$ cat config.mk
export PLATFORM = sky130hd
export DESIGN_NAME = rowhit_sched
export DESIGN_NICKNAME = d
export VERILOG_FILES = /design/src/rtl/rhs_pkg.sv /design/src/rtl/rhs_buffer.sv /design/src/rtl/rhs_picker.sv /design/src/rtl/rhs_fsm.sv /design/src/rtl/rowhit_sched.sv
export SDC_FILE = /design/constraint.sdc
export NUM_CORES = 1
export LEC_CHECK = 0
export ABC_AREA = 0
export BUFFER_PORTS_ARGS = -buffer_cell sky130_fd_sc_hd__buf_2
export CORE_MARGIN = 1.5
export CORE_UTILIZATION = 45
export DETAILED_ROUTE_END_ITERATION = 8
export MAX_ROUTING_LAYER = met4
export PLACE_DENSITY = 0.63
export SKIP_LAST_GASP = 1
export SYNTH_ARGS = -nofsm -noshare
export SYNTH_HDL_FRONTEND = slang
export SYNTH_SLANG_ARGS = --single-unit
$ cat constraint.sdc
create_clock -name clk -period 35.2 [get_ports clk]
set_input_delay 1.76 -clock clk [delete_from_list [all_inputs] [get_ports clk]]
set_output_delay 1.76 -clock clk [all_outputs]
set_load 0.02 [all_outputs]
$ cat src/rtl/rhs_pkg.sv
package rhs_pkg;
    localparam int TID_W = 2;
    localparam int ROW_W = 8;
    localparam int COL_W = 7;
    localparam int SEQ_W = 9;

    typedef struct packed {
        logic             wr;
        logic [TID_W-1:0] tid;
        logic [ROW_W-1:0] row;
        logic [COL_W-1:0] col;
        logic [SEQ_W-1:0] seq;
    } req_t;

    typedef enum logic [0:0] {ST_READY, ST_BUSY} st_t;

    // a arrived before b when the modular difference is negative
    function automatic logic seq_older(input logic [SEQ_W-1:0] a, input logic [SEQ_W-1:0] b);
        logic [SEQ_W-1:0] d;
        d = a - b;
        return d[SEQ_W-1];
    endfunction
endpackage

$ cat src/rtl/rhs_buffer.sv
module rhs_buffer
    import rhs_pkg::*;
#(
    parameter int DEPTH = 8,
    parameter int IDX_W = $clog2(DEPTH)
) (
    input  logic             clk,
    input  logic             rst_n,
    input  logic             push,
    input  req_t             push_req,
    input  logic             pop,
    input  logic [IDX_W-1:0] pop_idx,
    output req_t             ent [DEPTH],
    output logic [DEPTH-1:0] vld,
    output logic             full
);
    logic [SEQ_W-1:0] seq_q;
    logic [IDX_W-1:0] free_idx;
    req_t             wr_ent;

    assign full = &vld;

    always_comb begin
        free_idx = '0;
        for (int i = DEPTH - 1; i >= 0; i--) begin
            if (!vld[i]) free_idx = IDX_W'(i);
        end
        wr_ent     = push_req;
        wr_ent.seq = seq_q;
    end

    always_ff @(posedge clk) begin
        if (!rst_n) begin
            vld   <= '0;
            seq_q <= '0;
        end else begin
            if (push && !full) seq_q <= seq_q + 1'b1;
            for (int i = 0; i < DEPTH; i++) begin
                if (push && !full && free_idx == IDX_W'(i)) vld[i] <= 1'b1;
                else if (pop && pop_idx == IDX_W'(i))       vld[i] <= 1'b0;
            end
        end
    end

    always_ff @(posedge clk) begin
        for (int i = 0; i < DEPTH; i++) begin
            if (push && !full && free_idx == IDX_W'(i)) ent[i] <= wr_ent;
        end
    end
endmodule

$ cat src/rtl/rhs_picker.sv
module rhs_picker
    import rhs_pkg::*;
#(
    parameter int DEPTH = 8,
    parameter int IDX_W = $clog2(DEPTH)
) (
    input  req_t             ent [DEPTH],
    input  logic [DEPTH-1:0] vld,
    input  logic             open_vld,
    input  logic [ROW_W-1:0] open_row,
    output logic             any,
    output logic [IDX_W-1:0] idx,
    output logic             hit
);
    logic             h;
    logic [SEQ_W-1:0] best_seq;

    always_comb begin
        any      = 1'b0;
        idx      = '0;
        hit      = 1'b0;
        best_seq = '0;
        h        = 1'b0;
        for (int i = 0; i < DEPTH; i++) begin
            h = open_vld && (ent[i].row == open_row);
            if (vld[i] && (!any || (h && !hit) ||
                           (h == hit && seq_older(ent[i].seq, best_seq)))) begin
                any      = 1'b1;
                idx      = IDX_W'(i);
                hit      = h;
                best_seq = ent[i].seq;
            end
        end
    end
endmodule

$ cat src/rtl/rhs_fsm.sv
module rhs_fsm
    import rhs_pkg::*;
#(
    parameter int HIT_LAT  = 3,
    parameter int MISS_LAT = 9
) (
    input  logic clk,
    input  logic rst_n,
    input  logic pend,
    input  logic bank_busy,
    input  logic pick_hit,
    output logic issue
);
    localparam int CW = $clog2(MISS_LAT + 1);

    st_t           st, st_nx;
    logic [CW-1:0] cnt;

    // next state: ISSUE leaves ST_READY, DRAIN returns to it
    always_comb begin
        st_nx = st;
        unique case (st)
            ST_READY: if (issue)           st_nx = ST_BUSY;
            ST_BUSY:  if (cnt == CW'(1))   st_nx = ST_READY;
            default:                       st_nx = ST_READY;
        endcase
    end

    always_ff @(posedge clk) begin
        if (!rst_n) begin
            st  <= ST_READY;
            cnt <= '0;
        end else begin
            st <= st_nx;
            if (issue)              cnt <= pick_hit ? CW'(HIT_LAT - 1) : CW'(MISS_LAT - 1);
            else if (st == ST_BUSY) cnt <= cnt - 1'b1;
        end
    end

    always_comb begin
        issue = (st == ST_READY) && pend && !bank_busy;
    end
endmodule

$ cat src/rtl/rowhit_sched.sv
module rowhit_sched
    import rhs_pkg::*;
#(
    parameter int DEPTH    = 8,
    parameter int HIT_LAT  = 3,
    parameter int MISS_LAT = 9,
    parameter int CNT_W    = 16
) (
    input  logic                             clk,
    input  logic                             rst_n,
    input  logic                             req_valid,
    output logic                             req_ready,
    input  logic                             req_wr,
    input  logic [rhs_pkg::TID_W-1:0]        req_tid,
    input  logic [rhs_pkg::ROW_W-1:0]        req_row,
    input  logic [rhs_pkg::COL_W-1:0]        req_col,
    input  logic                             bank_busy,
    output logic                             iss_valid,
    output logic                             iss_wr,
    output logic [rhs_pkg::TID_W-1:0]        iss_tid,
    output logic [rhs_pkg::ROW_W-1:0]        iss_row,
    output logic [rhs_pkg::COL_W-1:0]        iss_col,
    output logic                             iss_hit,
    output logic [(1<<rhs_pkg::TID_W)*CNT_W-1:0] thr_cnt
);
    localparam int IDX_W   = $clog2(DEPTH);
    localparam int THREADS = 1 << TID_W;

    req_t             ent [DEPTH];
    req_t             in_req;
    req_t             sel;
    logic [DEPTH-1:0] vld;
    logic             full, any, pick_hit, issue;
    logic [IDX_W-1:0] pick_idx;
    logic             open_vld;
    logic [ROW_W-1:0] open_row;

    assign req_ready = !full;
    assign in_req    = '{wr: req_wr, tid: req_tid, row: req_row, col: req_col, seq: '0};
    assign sel       = ent[pick_idx];

    rhs_buffer #(.DEPTH(DEPTH), .IDX_W(IDX_W)) u_buf (
        .clk(clk), .rst_n(rst_n), .push(req_valid), .push_req(in_req),
        .pop(issue), .pop_idx(pick_idx), .ent(ent), .vld(vld), .full(full)
    );

    rhs_picker #(.DEPTH(DEPTH), .IDX_W(IDX_W)) u_pick (
        .ent(ent), .vld(vld), .open_vld(open_vld), .open_row(open_row),
        .any(any), .idx(pick_idx), .hit(pick_hit)
    );

    rhs_fsm #(.HIT_LAT(HIT_LAT), .MISS_LAT(MISS_LAT)) u_fsm (
        .clk(clk), .rst_n(rst_n), .pend(any), .bank_busy(bank_busy),
        .pick_hit(pick_hit), .issue(issue)
    );

    always_ff @(posedge clk) begin
        if (!rst_n) begin
            open_vld  <= 1'b0;
            open_row  <= '0;
            iss_valid <= 1'b0;
            iss_wr    <= 1'b0;
            iss_tid   <= '0;
            iss_row   <= '0;
            iss_col   <= '0;
            iss_hit   <= 1'b0;
        end else begin
            iss_valid <= issue;
            if (issue) begin
                open_vld <= 1'b1;
                open_row <= sel.row;
                iss_wr   <= sel.wr;
                iss_tid  <= sel.tid;
                iss_row  <= sel.row;
                iss_col  <= sel.col;
                iss_hit  <= pick_hit;
            end
        end
    end

    for (genvar t = 0; t < THREADS; t++) begin : g_thr
        logic [CNT_W-1:0] cnt_q;
        always_ff @(posedge clk) begin
            if (!rst_n)                              cnt_q <= '0;
            else if (issue && sel.tid == TID_W'(t))  cnt_q <= cnt_q + 1'b1;
        end
        assign thr_cnt[t*CNT_W +: CNT_W] = cnt_q;
    end
endmodule

Yosys cells after proc, flatten, opt, wreduce, memory -nomap -nowiden

Cells that the tools add are included.

Logic and storage cells: 269
Bits of input ports: 22
Flip-flop bits (word level): 323

Equal/unequal tests: 33
Multiplexer cells: 63
Add/sub/neg operators: 13
Bitwise logic cells: 2
Order comparisons: 1
Reductions and logical operators: 95

Operators by type and width:

| kind                  | count |
|---|---|
| $bmux 27 s3           | 1 |
| $add 16x1->16 const B | 4 |
| $eq 8x8->1            | 8 |
| $mux 9                | 7 |
| $sub 9x9->9           | 7 |
| $mux 27               | 2 |
| $logic_and 1x1->1     | 52 |
| $mux 3                | 12 |
| $mux 1                | 35 |
| $eq 3x3->1 const B    | 8 |
| $reduce_bool 2->1     | 9 |
| $logic_not 1->1       | 16 |
| $logic_or 1x1->1      | 14 |
| $eq 3x2->1 const B    | 4 |
| $mux 4                | 3 |
| $add 9x1->9 const B   | 1 |
| $reduce_and 8->1      | 1 |
| $eq 1x1->1            | 7 |
| $eq 3x1->1 const B    | 2 |
| $logic_not 3->1       | 2 |
| $eq 2x2->1 const B    | 2 |
| $eq 4x1->1 const B    | 1 |
| $ge 4x4->1 const B    | 1 |
| $mux 2                | 2 |
| other kinds (6)       | 6 |

Logic depth before layout (Yosys ltp)

Gate-level depths: netlist of run 1.

Depth after elaboration: 51
Depth in mapped cells: 93
Mapped depth without buffers: 84

By module

Synthesis of run 1 repeated with hierarchy kept, for this count alone.

Cells, all modules: 1333
Area total of the unflattened synthesis: 15745.1 µm²

By module, submodules not included:

| module       | seq. area each (µm²) | times used | cells each | area each (µm²) |
|---|---|---|---|---|
| rhs_buffer   | 6826.5               | 1          | 315        | 7349.5 |
| rowhit_sched | 1701.6               | 1          | 489        | 4710.8 |
| rhs_picker   | 0.0                  | 1          | 496        | 3399.5 |
| rhs_fsm      | 100.1                | 1          | 33         | 285.3 |

Worst setup path before layout of run 1

OpenSTA, ideal clock, no wires.

Path type: flip-flop to flip-flop
From: reg open_row[5]
To: reg g_thr[2].cnt_q[14]
Period minus slack after synthesis: 17.976 ns
Stages on the path, launching flop included: 88
Arrival: 17.905 ns
Setup time: 0.070 ns
Path slack: 17.224 ns
Cells stage by stage: dfxtp_1 -> clkbuf_1 -> xor2_1 -> nor4_1 -> nand3_1 -> nor4_1 -> ha_1 -> nand2_1 -> or4_1 -> nand3_1 -> clkbuf_1 -> a21oi_1 -> ha_1 -> and4_1 -> o21ai_0 -> o211ai_1 -> nand2_1 -> or3_1 -> [52 not listed] -> clkbuf_1 -> clkbuf_1 -> a21oi_1 -> ha_1 -> a21o_1 -> a21oi_1 -> nor2_1 -> nor2_1 -> nand2_1 -> a31o_2 -> or3_1 -> buf_2 -> or4_4 -> a221oi_4 -> buf_6 -> o2111ai_4 -> or4_1 -> a21oi_1

Longest elaborated chain between the ends: 51
Elaborated cells on any way between the ends: 112

RTL lines:

| what                                                                 | RTL line           | text |
|---|---|---|
| start: declaration                                                   | rowhit_sched.sv:36 | `logic [ROW_W-1:0] open_row;` |
| start signal: assignment                                             | rowhit_sched.sv:71 | `open_row <= sel.row;` |
| parallel branches: the longest is 50 deep, another holds $sub 9x9->9 | --                 |  |
| $logic_and 1x1->1 *                                                  | rowhit_sched.sv:85 | `else if (issue && sel.tid == TID_W'(t)) cnt_q <= cnt_q + 1'b1;` |
| end signal: assignment                                               | rowhit_sched.sv:85 |  |
| end: declaration                                                     | rowhit_sched.sv:82 | `logic [CNT_W-1:0] cnt_q;` |

Mark *: on every way between the ends. The select of a mux whose other input is x is not followed.
A chain may end at the register's enable or synchronous reset.

Final worst setup path of run 1

From: reg open_row[1]
To: reg g_thr[2].cnt_q[7]

Same word-level chain as after synthesis.

==> out/metrics.cfg, run 1 <==
[place]
dpl_worst_slack_ns = 14.97
placed_area_um2 = 17100
dp_cells = 1957
port_buffers = 106
dp_hpwl_um = 27400
place_congestion = 0.876

[critical_path]
slowest_delay_ns = 0.90
cp_common_cell = a21oi_1
start_kind = flip-flop
worstPathArrival_ns = 20.88
end_kind = flip-flop
cp_slowest_cell = o21ai_1
rrSetupSlack_ns = 14.76
setup.worst_path.class = reg -> reg
cp_max_fo = 23
required_ns = 35.64

[timing]
fin_crit_sh_pct = 58.1
drv_slew = 0
max_slew_margin_pct = 25.4
fmax_ghz = 0.0489
worst_pin_slew_ns = 1.11
hold_viol_final = 0
fin_setup_tns_ns = 0
hold_ws_ns = 0.447
worst_slack_ns = 14.76
rsz0062_at_grt = false
skew_ns = 0.0147
fin_crit_ns = 20.44
finalSetupViolCount = 0

[detailed_routing]
drtAntennaViolNets = 0
drc = 0
first_pass_iters = 7
drt_iter0_drc = 937
routed_wl_um = 41300
route.detailed.wl_per_inst_um = 20.4
vias = 11793
viasPerCell = 5.82

[clock_tree]
htreeDepth = 2
cts.path.max_buffers = 3
clock_latency_ns = 0.53
cts_hold_buf = 0
clkTransAtPathRegs_ns = 0.06
cts_resized = 0
cts_buffers = 37
cts-root-buf = clkbuf_16
clock_sinks = 323
cts_tree = yes
postCtsSetupBuffers = 0

[synth]
yosysSeqAreaShare_pct = 53.7
synthTopCellsByCount = edfxtp_1 (216), nor2_1 (129), dfxtp_1 (107), nand2_1 (104), a21oi_1 (84)
synthTopCellsByArea = edfxtp_1 (40%), dfxtp_1 (13%), ha_1 (4.9%)
synth_top_area_cell = edfxtp_1
synthCells = 1451
async_flop_share_pct = 0
synth_top_area_share_pct = 40.4
synth-main-ff-cell = edfxtp_1
synth.most_common_cell = edfxtp_1
synth_fp_nets = 1536
yosysWarnings = 0
synth-seq-cells = 323
syn_area_um2 = 16100
synth-edff-count = 216
synth.avg_cell_area_um2 = 11.1
ys_types = 85

[floorplanning]
coreArea_um2 = 34800
die_x_um = 192
die_h_um = 192
core.rowCount = 68
io-pin-count = 107
start_util_pct = 46.1
dieArea_um2 = 36800

[min_path]
worstHoldPathType = reg -> reg

[finish]
drive_gt1_share_pct = 13.6
fin_area_um2 = 18300
nNetsFinal = 1626
fin_cells = 2027
area.growth.synth_to_final_pct = 14.1
finish.utilization_pct = 52.7

[power_and_ir_drop]
p_int_mw = 0.686
power_frac_comb_pct = 11.0
clkPwrFrac_pct = 43.0
seq_power_share_pct = 46.0
ir_drop_mv = 0.0445
p_sw_mw = 0.232
swShare_pct = 25.2
leakagePower_nw = 6.65
power.total_mw = 0.918
pwr_density_cell_nw_per_um2 = 50.1

[grt]
grt_pass1_wl_um = 63300
overflow = 0
antenna_found_initial = 2
grt_pass1_vias = 11203
grt.total_usage_pct = 23.1
grt_start_max_net_pins = 49

[status]
status = complete, no violations

[job]
cap_viol_max_count = 0

==> metal layers <==
layer  up-vias  GRT usage [%]  share of wire [%]  wire (µm)
met3        73           4.31                7.0       2880
met2       368           36.1                 46      18900
li1       5668              -                  -          -
met4         0           6.88                2.6       1070
met5         -              -                  0          0
met1      5684           30.5                 45      18500
==> final cells by class <==
class                      instances  area, µm²
fill                            3023      16500
sequential                       323       8630
multi-input combinational       1021       7100
clock buffer                      49       1020
timing repair buffer             119        628
tap                              455        569
clock inverter                    19        229
inverter                          39        146
antenna                            2       5.00
==> kinds of logic after synthesis <==
logic type      count (synthesis)  synth area share, %
buf+inv                       107                 2.58
fa+ha+maj                      63                 4.91
simple gates                  478                 15.3
xor+xnor                      100                 5.46
compound gates                307                 13.4
mux                            73                 4.58
flops                         323                 53.7
==> flip-flops by register name (all words and copies together) (netlist names) <==
signal / count
u_buf.ent: 216
iss_hit: 1
u_fsm.st: 1
u_buf.vld: 8
u_buf.seq_q: 9
iss_valid: 1
iss_wr: 1
open_vld: 1
open_row: 8
g_thr.cnt_q: 64
iss_tid: 2
iss_col: 7
u_fsm.cnt: 4
==> cell usage in the layout (no fill, tap or decap), drive strengths merged, types with 19 or more instances in the layout <==
cell,Yosys,layout
nand2,104,104
ha,63,63
a222oi,32,32
nand3,42,42
a21oi,84,84
o21ai,63,63
dfxtp,107,107
and2,23,23
mux2i,69,69
nor4,21,21
nor2,129,129
buf,12,119
xnor2,56,56
xor2,44,44
edfxtp,216,216
inv,39,42
clkbuf,56,49
nor3,22,22
nand4,28,28
and3,19,19
==> power by group through the flow <==
stage / combinational [mW] / clock, mW / sequential [mW]
after floorplan: 0.0731 / 0 / 0.427
after global placement: 0.0987 / 0 / 0.430
after detailed placement: 0.100 / 0 / 0.430
after CTS: 0.101 / 0.402 / 0.422
after global routing: 0.112 / 0.416 / 0.423
final: 0.101 / 0.395 / 0.422
==> final timing paths <==
check	startpoint	endpoint	cells after the start
worst min-delay path	iss_hit	iss_hit	2
worst min register to register	iss_hit	iss_hit	2
worst max register to register	open_row[1]	g_thr[2].cnt_q[7]	79
worst max-delay path	open_row[1]	g_thr[2].cnt_q[7]	79
==> critical path, delay by kind of cell (launching register included) <==
family	cells	cell delay, ns
AND/OR/NAND/NOR	29	7.67
buffers and inverters	3	0.59
adder cells (fa/ha/maj)	7	2.04
XOR/XNOR	3	0.51
flip-flops	1	0.62
AO/OA/AOI/OAI	35	8.42
multiplexers	2	0.44
Note: power is estimated with default switching activity, not from simulation.
==> run 2, diff against run 1 <==
Settings changed: PLACE_DENSITY 0.63 to 0.66.
Clock period 35.2 ns to 18.4 ns, I/O delays scaled along.
==> out/metrics.cfg, run 2 (synthesis gave the netlist of run 1 again) <==
[min_path]
hold_start = g_thr[3].cnt_q[15]
hold_depth = 2  ; unchanged
holdPathEnd = g_thr[3].cnt_q[15]
worstHoldPathType = reg -> reg

[power_and_ir_drop]
leakagePower_nw = 6.80  ; +2.3%
pwr_density_cell_nw_per_um2 = 94.1  ; +88%
ir_drop_mv = 0.0830  ; +87%
power.total_mw = 1.75  ; +91%

[timing]
drv_slew = 0  ; unchanged
fin_crit_ns = 17.28  ; -3.16 ns
fin_crit_sh_pct = 93.9  ; +36 points
fmax_ghz = 0.0579  ; +18%
skew_ns = 0.0162  ; +0.00156 ns
worst_pin_slew_ns = 1.13  ; +0.0161 ns
hold_viol_final = 0  ; unchanged
finalSetupViolCount = 0  ; unchanged
max_slew_margin_pct = 24.7  ; -0.73 points

[clock_tree]
cts_buffers = 37  ; unchanged
clock_sinks = 323  ; unchanged
cts.path.max_buffers = 3  ; unchanged
cts_tree = yes
clkTransAtPathRegs_ns = 0.06  ; about the same
cts_hold_buf = 0  ; unchanged
htreeDepth = 2  ; unchanged
cts-root-buf = clkbuf_16
clock_latency_ns = 0.53  ; about the same

[critical_path]
reg2regPathDepth = 88  ; +11%
required_ns = 18.86  ; -16.78 ns
timing.rr.start = u_buf.ent[179]
cp_max_fo = 23  ; unchanged
cp_common_cell = nor2_1
slowest_delay_ns = 0.61  ; -0.29 ns
r2r-end = g_thr[2].cnt_q[5]
start_kind = flip-flop
end_kind = flip-flop
cp_slowest_cell = or4_1
worstPathArrival_ns = 17.74  ; -3.14 ns
setup.worst_path.class = reg -> reg
crit_family = simple AND/OR/NAND/NOR gates
crit_buf_inv = 7  ; +4
rrSetupSlack_ns = 1.12  ; -13.64 ns

[floorplanning]
die_x_um = 192  ; unchanged
core.rowCount = 68  ; unchanged
start_util_pct = 46.1  ; unchanged
die_h_um = 192  ; unchanged
io-pin-count = 107  ; unchanged
dieArea_um2 = 36800  ; unchanged
coreArea_um2 = 34800  ; unchanged

[job]
cap_viol_max_count = 0  ; unchanged

[grt]
antenna_found_initial = 1  ; -1
grt.total_usage_pct = 23.3  ; +0.23 points
grt_start_max_net_pins = 64  ; +31%
overflow = 0  ; unchanged
grt_pass1_vias = 11579  ; +3.4%
grt_pass1_wl_um = 64400  ; +1.9%

[place]
placed_area_um2 = 17200  ; +0.89%
place_congestion = 0.906  ; +3.4%
port_buffers = 106  ; unchanged
dp_cells = 1978  ; +1.1%
dp_hpwl_um = 27700  ; +0.94%

[finish]
top_regs = u_buf.ent: 216 flops, g_thr.cnt_q: 64 flops, u_buf.seq_q: 9 flops
nNetsFinal = 1654  ; +1.7%
layout_commonest_cell = edfxtp_1
fin_cells = 2052  ; +1.2%
fin_area_um2 = 18600  ; +1.7%
drive_gt1_share_pct = 16.1  ; +2.5 points
largest_reg_flops = 216  ; unchanged
regMostFlops = u_buf.ent
area.growth.synth_to_final_pct = 16.1
final_cell_mix = edfxtp_1 (216), nor2_1 (123), dfxtp_1 (106), buf_2 (106), nand2_1 (102)

[detailed_routing]
routed_wl_um = 41600  ; +0.83%
vias = 12198  ; +3.4%
drc = 0  ; unchanged
viasPerCell = 5.94  ; +2.2%
drtAntennaViolNets = 0  ; unchanged
first_pass_iters = 6  ; -1
drt_iter0_drc = 913  ; -2.6%
route.detailed.wl_per_inst_um = 20.3  ; -0.40%

[status]
status = complete, no violations

[run 2: cell count changes in the layout (fill, tap and decap cells not counted), moves of 4 or more]
cell	change
buf_4	+26
clkbuf_8	+4
nor2_2	+4
o21ai_0	-5
[run 2: power by group]
| part | internal (mW) | switching (mW) | leakage, nW | total, mW |
|---|---|---|---|---|
| clock network | 0.450 | 0.290 | 0.599 | 0.740 |
| registers | 0.789 | 0.0131 | 2.83 | 0.802 |
| logic | 0.0789 | 0.134 | 3.37 | 0.213 |
| total | 1.32 | 0.437 | 6.80 | 1.75 |
[run 2: worst min-delay path, cell delays in order (launching register included)]
cell     delay [ns]
dfxtp_1        0.31
nand2_1        0.05
mux2i_1        0.06
[run 2: per-layer routing]
| metal | part of all wire (%) | GRT usage [%] |
|---|---|---|
| met5 | 0 | - |
| met1 | 44 | 30.8 |
| met4 | 2.6 | 7.21 |
| met2 | 46 | 37.0 |
| met3 | 6.6 | 3.44 |
[run 2: cell type report]
| type | instances | area [µm²] |
|---|---|---|
| fillers | 2989 | 16200 |
| flip-flops and latches | 323 | 8630 |
| multi-input cells | 1021 | 7210 |
| clock buffers | 52 | 1070 |
| repair buffers | 147 | 846 |
| well taps | 455 | 569 |
| clock inverters | 14 | 160 |
| inverters | 39 | 146 |
| diodes | 1 | 2.50 |
[run 2: through the flow]
stage | TNS (ns) | hold slack, ns | utilization, % | setup slack, ns
after floorplan | 0 | 0.476 | - | 0.424
after global placement | 0 | 0.452 | 49.5 | 0.210
after detailed placement | -5.21 | 0.465 | 49.5 | -0.376
after CTS | 0 | 0.474 | 53.2 | 0.143
after global routing | -0.102 | 0.493 | 53.6 | -0.0647
final | 0 | 0.469 | 53.6 | 1.12
[run 2: timing repair]
action,CTS,global route
setup endpoints to repair,47,91
buffers inserted,5,2
gates resized for setup,3,29
pin swaps,2,4
[run 2: how the worst max path moves through the flow]
stage / from / cells after the start / endpoint / slack (ns)
finish: u_buf.ent[179] / 88 / g_thr[2].cnt_q[5] / 1.12
floorplan: open_row[5] / 87 / g_thr[2].cnt_q[14] / 0.42
global route: open_row[2] / 88 / g_thr[2].cnt_q[11] / -0.06
CTS: u_buf.ent[179] / 85 / g_thr[2].cnt_q[5] / 0.14
global placement: u_buf.ent[179] / 85 / g_thr[2].cnt_q[5] / 0.21
detailed placement: u_buf.ent[179] / 85 / g_thr[2].cnt_q[11] / -0.38
==> run 3, diff against run 2 <==
Settings changed: CELL_PAD_IN_SITES_DETAIL_PLACEMENT from default to 1, CELL_PAD_IN_SITES_GLOBAL_PLACEMENT from default to 1, CORE_UTILIZATION 45 to 44, PLACE_DENSITY 0.66 to 0.77.
==> out/metrics.cfg, run 3 (synthesis gave the netlist of run 1 again) <==
[status]
status = finished, violations left
violations = DRC

[timing]
drv_slew = 0  ; unchanged
finalSetupViolCount = 0  ; unchanged
fin_crit_ns = 17.16  ; -0.123 ns
fmax_ghz = 0.0583  ; +0.72%
rsz0062_at_grt = false
worst_slack_ns = 1.24  ; +0.123 ns
skew_ns = 0.0189  ; +0.00263 ns
hold_viol_final = 0  ; unchanged
max_slew_margin_pct = 25.4  ; +0.68 points
fin_crit_sh_pct = 93.2  ; -0.67 points
worst_pin_slew_ns = 1.12  ; -0.00782 ns

[floorplanning]
start_util_pct = 44.9  ; -1.2 points
die_h_um = 194  ; +1.1%
core.rowCount = 69  ; +1.5%
coreArea_um2 = 35700  ; +2.7%
io-pin-count = 107  ; unchanged
die_x_um = 194  ; +1.1%
dieArea_um2 = 37600  ; +2.2%

[critical_path]
cp_common_cell = nor2_1
start_kind = flip-flop
cp_slowest_cell = or4_4
end_kind = flip-flop
setup.worst_path.class = reg -> reg
required_ns = 18.86  ; about the same
slowest_delay_ns = 0.59  ; -0.02 ns
cp_max_fo = 15  ; -35%
worstPathArrival_ns = 17.62  ; -0.12 ns

[grt]
overflow = 0  ; unchanged
grt.total_usage_pct = 26.2  ; +2.9 points
antenna_found_initial = 1  ; unchanged
grt_start_max_net_pins = 61  ; -4.7%
grt_pass1_vias = 13195  ; +14%
grt_pass1_wl_um = 75300  ; +17%

[power_and_ir_drop]
pwr_density_cell_nw_per_um2 = 96.1  ; +2.1%
power.total_mw = 1.81  ; +3.4%
ir_drop_mv = 0.126  ; +52%
leakagePower_nw = 6.93  ; +1.9%

[detailed_routing]
drt_iter0_drc = 971  ; +6.4%
vias = 12556  ; +2.9%
first_pass_iters = 8  ; +2
viasPerCell = 6.05  ; +1.7%
route.detailed.wl_per_inst_um = 23.3  ; +15%
drc = 1  ; +1
drtAntennaViolNets = 0  ; unchanged
routed_wl_um = 48400  ; +16%

[finish]
top_regs = u_buf.ent: 216 flops, g_thr.cnt_q: 64 flops, u_buf.seq_q: 9 flops
nNetsFinal = 1671  ; +1.0%
regMostFlops = u_buf.ent
layout_commonest_cell = edfxtp_1
final_cell_mix = edfxtp_1 (216), nor2_1 (125), buf_2 (107), dfxtp_1 (107), nand2_1 (103)
area.growth.synth_to_final_pct = 17.5
drive_gt1_share_pct = 17.8  ; +1.7 points
largest_reg_flops = 216  ; unchanged

[clock_tree]
clkTransAtPathRegs_ns = 0.06  ; about the same
cts.path.max_buffers = 3  ; unchanged
clock_sinks = 323  ; unchanged
htreeDepth = 2  ; unchanged
cts_tree = yes
cts_buffers = 38  ; +2.7%
clock_latency_ns = 0.54  ; about the same
cts-root-buf = clkbuf_16
cts_hold_buf = 0  ; unchanged

[job]
cap_viol_max_count = 0  ; unchanged

[place]
dpl_worst_slack_ns = -0.546  ; -0.170 ns
port_buffers = 106  ; unchanged
place_congestion = 0.891  ; -1.6%
dp_hpwl_um = 31800  ; +15%

[min_path]
worstHoldPathType = reg -> reg

run 3: cell type report:
class	instances	area (µm²)
Tap cell	461	577
Inverter	39	146
Clock inverter	14	189
Multi-Input combinational cell	1022	7260
Timing Repair Buffer	162	960
Sequential cell	323	8630
Antenna cell	1	2.50
Clock buffer	55	1110
Fill cell	3840	16900
run 3: what timing repair did:
action                     CTS  global route
setup endpoints to repair   81            91
gates resized for setup      6            39
pin swaps                    1             6
cloned                       0             2
hold endpoints to repair     0             0
buffers inserted             1            11
run 3: routing by layer:
layer	track usage [%]	up-vias	share of wire, %
met4	10.3	0	3.2
met1	31.6	6303	41
met5	-	-	0
met3	3.98	113	5.2
li1	-	5751	-
met2	44.3	389	50
run 3: path summary, 6_finish.rpt:
check	startpoint	end	slack, ns	cells after the start
worst max-delay path	u_buf.ent[183]	g_thr[0].cnt_q[5]	1.24	85
worst min-delay path	g_thr[3].cnt_q[15]	g_thr[3].cnt_q[15]	0.47	2
worst min register to register	g_thr[3].cnt_q[15]	g_thr[3].cnt_q[15]	0.47	2
worst max register to register	u_buf.ent[183]	g_thr[0].cnt_q[5]	1.24	85
run 3: worst max-delay path, delay by kind of cell, from the launching register on:
kind / cells / cell delay (ns)
and+or+nand+nor: 34 / 6.49
AOI/OAI and AO/OA: 33 / 5.89
adders and majority gates: 7 / 2.06
buffers and inverters: 6 / 1.08
xor gates and xnor gates: 3 / 0.69
DFF: 1 / 0.43
muxes: 2 / 0.38
run 3: through the flow:
stage                     instance area (µm²)  instances  setup TNS [ns]  hold slack (ns)  utilization, %
final                                   18900       2077               0            0.475            52.8
after global routing                    18900       2077               0            0.508            52.8
after CTS                               18600       2063               0            0.482            52.1
after detailed placement                17300       1993          -16.86            0.468            48.3
after global placement                  17300       1993               0            0.457            48.3
after floorplan                         16100       1451               0            0.476               -
run 3: report_power, final:
| group | switching, mW | total (mW) | internal, mW |
|---|---|---|---|
| Clock | 0.307 | 0.782 | 0.476 |
| Sequential | 0.0139 | 0.802 | 0.789 |
| Combinational | 0.146 | 0.229 | 0.0833 |
| Total | 0.466 | 1.81 | 1.35 |
